File: src/rtl/tmr8_pkg.sv
package tmr8_pkg;
    localparam int unsigned ADDR_W = 3;

    localparam logic [ADDR_W-1:0] A_COUNT = 3'd0;
    localparam logic [ADDR_W-1:0] A_CMP   = 3'd1;
    localparam logic [ADDR_W-1:0] A_CTRL  = 3'd2;
    localparam logic [ADDR_W-1:0] A_FORCE = 3'd3;
    localparam logic [ADDR_W-1:0] A_FLAGS = 3'd4;

    typedef enum logic [1:0] {
        OC_HOLD   = 2'd0,
        OC_TOGGLE = 2'd1,
        OC_CLEAR  = 2'd2,
        OC_SET    = 2'd3
    } oc_act_e;

    localparam logic [1:0] MODE_CTC = 2'd2;

    typedef enum logic {
        CNT_RUN    = 1'b0,
        CNT_RELOAD = 1'b1
    } cnt_state_e;
endpackage

File: src/rtl/tmr8_count.sv
module tmr8_count
    import tmr8_pkg::*;
#(
    parameter int unsigned W = 8
) (
    input  logic         clk,
    input  logic         rst_n,
    input  logic         tick,
    input  logic         ld_en,
    input  logic [W-1:0] ld_val,
    input  logic         ctc_en,
    input  logic [W-1:0] cmp_val,
    output logic [W-1:0] cnt_q,
    output logic         match_o,
    output logic         wrap_o
);
    localparam logic [W-1:0] CNT_MAX = {W{1'b1}};

    cnt_state_e state_q, state_d;
    logic [W-1:0] cnt_d;

    // state register
    always_ff @(posedge clk or negedge rst_n) begin
        if (!rst_n) state_q <= CNT_RUN;
        else        state_q <= state_d;
    end

    always_comb begin
        state_d = state_q;
        unique case (state_q)
            CNT_RUN:    if (ld_en) state_d = CNT_RELOAD;
            CNT_RELOAD: if (!ld_en && tick) state_d = CNT_RUN;
        endcase
    end

    // outputs of the step
    always_comb begin
        match_o = tick && !ld_en && (state_q == CNT_RUN) && (cnt_q == cmp_val);
        wrap_o  = tick && !ld_en && (cnt_q == CNT_MAX);
        if (ld_en)                  cnt_d = ld_val;
        else if (!tick)             cnt_d = cnt_q;
        else if (ctc_en && match_o) cnt_d = '0;
        else                        cnt_d = cnt_q + 1'b1;
    end

    always_ff @(posedge clk or negedge rst_n) begin
        if (!rst_n) cnt_q <= '0;
        else        cnt_q <= cnt_d;
    end
endmodule

File: src/rtl/tmr8_wave.sv
module tmr8_wave
    import tmr8_pkg::*;
(
    input  logic       clk,
    input  logic       rst_n,
    input  logic       match,
    input  logic       force_cmp,
    input  logic [1:0] oc_sel,
    output logic       wave_q
);
    oc_act_e act_q;
    oc_act_e act_use;
    logic    wave_d;

    always_comb begin
        act_use = match ? oc_act_e'(oc_sel) : act_q;
        wave_d  = wave_q;
        if (match || force_cmp) begin
            unique case (act_use)
                OC_HOLD:   wave_d = wave_q;
                OC_TOGGLE: wave_d = ~wave_q;
                OC_CLEAR:  wave_d = 1'b0;
                OC_SET:    wave_d = 1'b1;
            endcase
        end
    end

    always_ff @(posedge clk or negedge rst_n) begin
        if (!rst_n) begin
            act_q  <= OC_HOLD;
            wave_q <= 1'b0;
        end else begin
            if (match) act_q <= oc_act_e'(oc_sel);
            wave_q <= wave_d;
        end
    end
endmodule

File: src/rtl/tmr8_cmp.sv
module tmr8_cmp
    import tmr8_pkg::*;
#(
    parameter int unsigned W = 8
) (
    input  logic              clk,
    input  logic              rst_n,
    input  logic              tick,
    input  logic              wr_en,
    input  logic [ADDR_W-1:0] wr_addr,
    input  logic [W-1:0]      wr_data,
    input  logic [ADDR_W-1:0] rd_addr,
    output logic [W-1:0]      rd_data,
    output logic              wave_out
);
    logic [W-1:0] cmp_q;
    logic [1:0]   mode_q;
    logic [1:0]   oc_q;
    logic         ovf_q, cmpf_q;
    logic [W-1:0] cnt_q;
    logic         match, wrap, ld_cnt, force_cmp, flag_wr;

    assign ld_cnt    = wr_en && (wr_addr == A_COUNT);
    assign force_cmp = wr_en && (wr_addr == A_FORCE) && wr_data[0];
    assign flag_wr   = wr_en && (wr_addr == A_FLAGS);

    tmr8_count #(.W(W)) u_count (
        .clk    (clk),
        .rst_n  (rst_n),
        .tick   (tick),
        .ld_en  (ld_cnt),
        .ld_val (wr_data),
        .ctc_en (mode_q == MODE_CTC),
        .cmp_val(cmp_q),
        .cnt_q  (cnt_q),
        .match_o(match),
        .wrap_o (wrap)
    );

    tmr8_wave u_wave (
        .clk      (clk),
        .rst_n    (rst_n),
        .match    (match),
        .force_cmp(force_cmp),
        .oc_sel   (oc_q),
        .wave_q   (wave_out)
    );

    always_ff @(posedge clk or negedge rst_n) begin
        if (!rst_n) begin
            cmp_q  <= '0;
            mode_q <= '0;
            oc_q   <= '0;
            ovf_q  <= 1'b0;
            cmpf_q <= 1'b0;
        end else begin
            if (wr_en && wr_addr == A_CMP) cmp_q <= wr_data;
            if (wr_en && wr_addr == A_CTRL) begin
                mode_q <= wr_data[1:0];
                oc_q   <= wr_data[3:2];
            end
            ovf_q  <= wrap  | (ovf_q  & ~(flag_wr & wr_data[0]));
            cmpf_q <= match | (cmpf_q & ~(flag_wr & wr_data[1]));
        end
    end

    always_comb begin
        rd_data = '0;
        case (rd_addr)
            A_COUNT: rd_data = cnt_q;
            A_CMP:   rd_data = cmp_q;
            A_CTRL:  rd_data[3:0] = {oc_q, mode_q};
            A_FLAGS: rd_data[1:0] = {cmpf_q, ovf_q};
            default: rd_data = '0;
        endcase
    end
endmodule

File: config.mk
export PLATFORM = sky130hd
export DESIGN_NAME = tmr8_cmp
export DESIGN_NICKNAME = d
export VERILOG_FILES = /design/src/rtl/tmr8_pkg.sv /design/src/rtl/tmr8_count.sv /design/src/rtl/tmr8_wave.sv /design/src/rtl/tmr8_cmp.sv
export SDC_FILE = /design/constraint.sdc
export NUM_CORES = 1
export LEC_CHECK = 0
export BUFFER_PORTS_ARGS = -buffer_cell sky130_fd_sc_hd__clkbuf_2
export CAP_MARGIN = 0
export CORE_MARGIN = 1
export CORE_UTILIZATION = 55
export CTS_CLUSTER_SIZE = 16
export DETAILED_ROUTE_END_ITERATION = 16
export GPL_ROUTABILITY_DRIVEN = 0
export GPL_TIMING_DRIVEN = 0
export PLACE_DENSITY = 0.78
export REMOVE_ABC_BUFFERS = 1
export SKIP_LAST_GASP = 1
export SLEW_MARGIN = 20
export SYNTH_ARGS = -nofsm -noshare
export SYNTH_HDL_FRONTEND = slang
export SYNTH_SLANG_ARGS = --single-unit
File: constraint.sdc
create_clock -name clk -period 2.6 [get_ports clk]
set_input_delay 0.39 -clock clk [delete_from_list [all_inputs] [get_ports clk]]
set_output_delay 0.39 -clock clk [all_outputs]
set_load 0.1 [all_outputs]
==> run metrics <==
nets=221; placed inst area=1800 µm²; antenna viol nets, final=0; number of synthesis warnings=0; final worst path period need=2.10 ns; transition time at the pin with the least slew margin=0.810 ns; pin count of the biggest net entering global routing=27; overflow left after global routing=0; CTS H-Tree Depth=1; via count of the first global-routing pass=1378; dpl ws=0.309 ns; number of core rows=19; synthesized area divided by synthesized cell count=9.29 µm²; vertical extent of the die=56.8 µm; final instance area=1850 µm²; Synth async-reset ratio=100%; count of final max-slew check failures=0; final setup slack of the worst path=0.504 ns; Area growth syn-to-layout=11.7%; Worst slew margin=45.8%; global-route wire length before repair=6.55 mm; leakage power=0.000838 µW; routed wire length=3.81 mm; worst path required time=2.82 ns; post-synth top area share=39.3%; outcome=finished, violations left; TritonCTS clock tree=done; classification of the worst setup path=reg2reg; number of buffers created by CTS=3; core area=2810 µm²; largest clock skew in the final design=0.0129 ns; Vias=1432; nature of the critical path endpoint=register; Synth Cell Area=1650 µm²; effective utilization at floorplan=59.0%; Hold Buf Count CTS=0; count of unique library cells instantiated by Yosys=45; highest clock frequency the design can meet=0.477 GHz; number of maximum-capacitance constraint violations=0; Fin Setup TNS=0 ns; FF-to-FF path depth=5; post-detail-place hpwl=2.74 mm; Total Routing Usage GR=26.4%; biggest area consumer among synthesized cells=dfrtp_1; Worst R2R Start=u_count.cnt_q[6]$_DFFE_PN0P_; critical path startpoint category=register; crit path to=u_count.cnt_q[2]$_DFFE_PN0P_; clock-pin slew of the registers on the worst-case setup and hold paths=0.15 ns; fraction of the yosys area taken by sequential cells=39.3%; Power Dens Cells=797 nW/µm²; post-cts gate resize count=0; fraction of layout cells with a size suffix above 1=24.9%; worst min-delay path class=in2async; Final Cycle Share=80.6%; average vias per placed instance=6.17; number of primary I/O pins=27; number of enable-type register cells in the synthesized netlist=0; post-layout utilization of the core=65.9%; post-CTS setup-driven buffer insertion count=0; worst setup slack for register-to-register paths=0.50 ns; number of cells produced by synthesis=178; worst setup path startpoint=u_count.cnt_q[6]$_DFFE_PN0P_; TritonRoute pass-1 iters=10; Peak supply drop=0.574 mV; count of input and output buffers=26; Total Die Area=3230 µm²; largest cells by area after synthesis=dfrtp_1 39%, mux2_2 8.2%, mux2i_1 4.8%, a31oi_1 3.8%, xor2_1 3.7%; highest net fanout along the worst path=9; drt initial violations=74; maximum clock insertion buffer count=2; antenna violations before repair=0; number of remaining DRC errors=2; master cell of the clock root buffer=clkbuf_4; RSZ-0062 raised after global routing=false; critical path arrival=2.31 ns; average detailed-routed wire length per instance=16.4 µm; Antenna Diode Count=0; setup-violating endpoint count in the final report=0; width of the die=56.8 µm; number of synthesized register bits=26; violated checks=DRC; terminus of the critical flop-to-flop path=u_count.cnt_q[2]$_DFFE_PN0P_; most used flip-flop cell after synthesis=dfrtp_1; post-layout total power=1470 µW; later-pin clock latency in the skew report=0.33 ns; count of clock tree sinks=26; final hold violation count=0
## cells in the final DEF (no fill, tap or decap), drive strengths merged, types with 7 or more instances in the layout
master / synthesis / routed
mux2i: 8 / 8
nor3: 7 / 7
o21ai: 9 / 9
a31oi: 10 / 10
clkbuf: 5 / 29
nand2: 14 / 14
dfrtp: 26 / 26
xor2: 7 / 7
mux2: 13 / 13
nor2: 15 / 15
## cells by family after synthesis
kind of cell	count (synthesis)	share of synthesized area [%]
simple gates	79	27.2
compound gates	30	11.5
flops	26	39.3
xor+xnor	8	4.24
buf+inv	13	3.03
fa+ha+maj	1	0.756
mux	21	13.9
## worst min path at each step
stage	cells after the start	startpoint	endpoint
detailed placement	1	rst_n	u_wave.act_q[1]$_DFF_PN0_
global placement	1	rst_n	oc_q[0]$_DFFE_PN0P_
global route	1	rst_n	cmp_q[2]$_DFFE_PN0P_
floorplan	0	rst_n	cmp_q[0]$_DFFE_PN0P_
CTS	1	rst_n	cmp_q[2]$_DFFE_PN0P_
finish	1	rst_n	cmp_q[2]$_DFFE_PN0P_
## critical path, cell delays in order (launching register included)
cell and delay [ns]:
dfrtp_1 0.48, xor2_1 0.19, nor4_1 0.58, nand4_2 0.37
a32oi_1 0.28, o21ai_1 0.08
## per-stage QoR
stage                     hold slack, ns  instances
after floorplan                   0.0944        171
after global placement             0.442        228
after detailed placement           0.451        228
after CTS                         0.0719        232
after global routing              0.0984        232
final                             0.0616        232
## per-layer routing
metal	track usage, %	vias to the layer above	wire length [µm]
li1	-	690	-
met1	34.0	685	1640
met2	47.3	53	1940
met3	4.84	4	209
met4	3.48	0	21
met5	0	-	0
## synthesized netlist by cell type, types with 2 or more instances
| library cell | instances |
|---|---|
| a21oi_1 | 2 |
| a31oi_1 | 10 |
| and2_1 | 5 |
| clkbuf_1 | 5 |
| dfrtp_1 | 26 |
| inv_1 | 6 |
| mux2_2 | 12 |
| mux2i_1 | 8 |
| nand2_1 | 14 |
| nand2b_1 | 6 |
| nand3_1 | 3 |
| nand4_1 | 4 |
| nor2_1 | 15 |
| nor2b_1 | 6 |
| nor3_1 | 6 |
| nor3b_1 | 5 |
| nor4_1 | 2 |
| o21ai_0 | 3 |
| o21ai_1 | 6 |
| o32ai_1 | 2 |
| or2_2 | 2 |
| xor2_1 | 7 |
## registers in the layout, summed over array words and instances (netlist names)
| register | count |
|---|---|
| cmp_q | 8 |
| cmpf_q | 1 |
| mode_q | 2 |
| oc_q | 2 |
| ovf_q | 1 |
| u_count.cnt_q | 8 |
| u_count.state_q | 1 |
| u_wave.act_q | 2 |
| u_wave.wave_q | 1 |
## final cells by class
| cell class | instances | area [µm²] |
|---|---|---|
| repair buffers | 26 | 130 |
| fillers | 241 | 957 |
| inverters | 6 | 22.5 |
| clock inverters | 1 | 30.0 |
| well taps | 31 | 38.8 |
| flip-flops and latches | 26 | 651 |
| clock buffers | 3 | 22.5 |
| multi-input cells | 139 | 953 |
## power by group
group	switching, µW	internal, µW	total, µW
clock network	123	156	279
registers	113	499	612
logic	369	212	581
total	605	867	1470
Power figures use the tool's default switching activity.
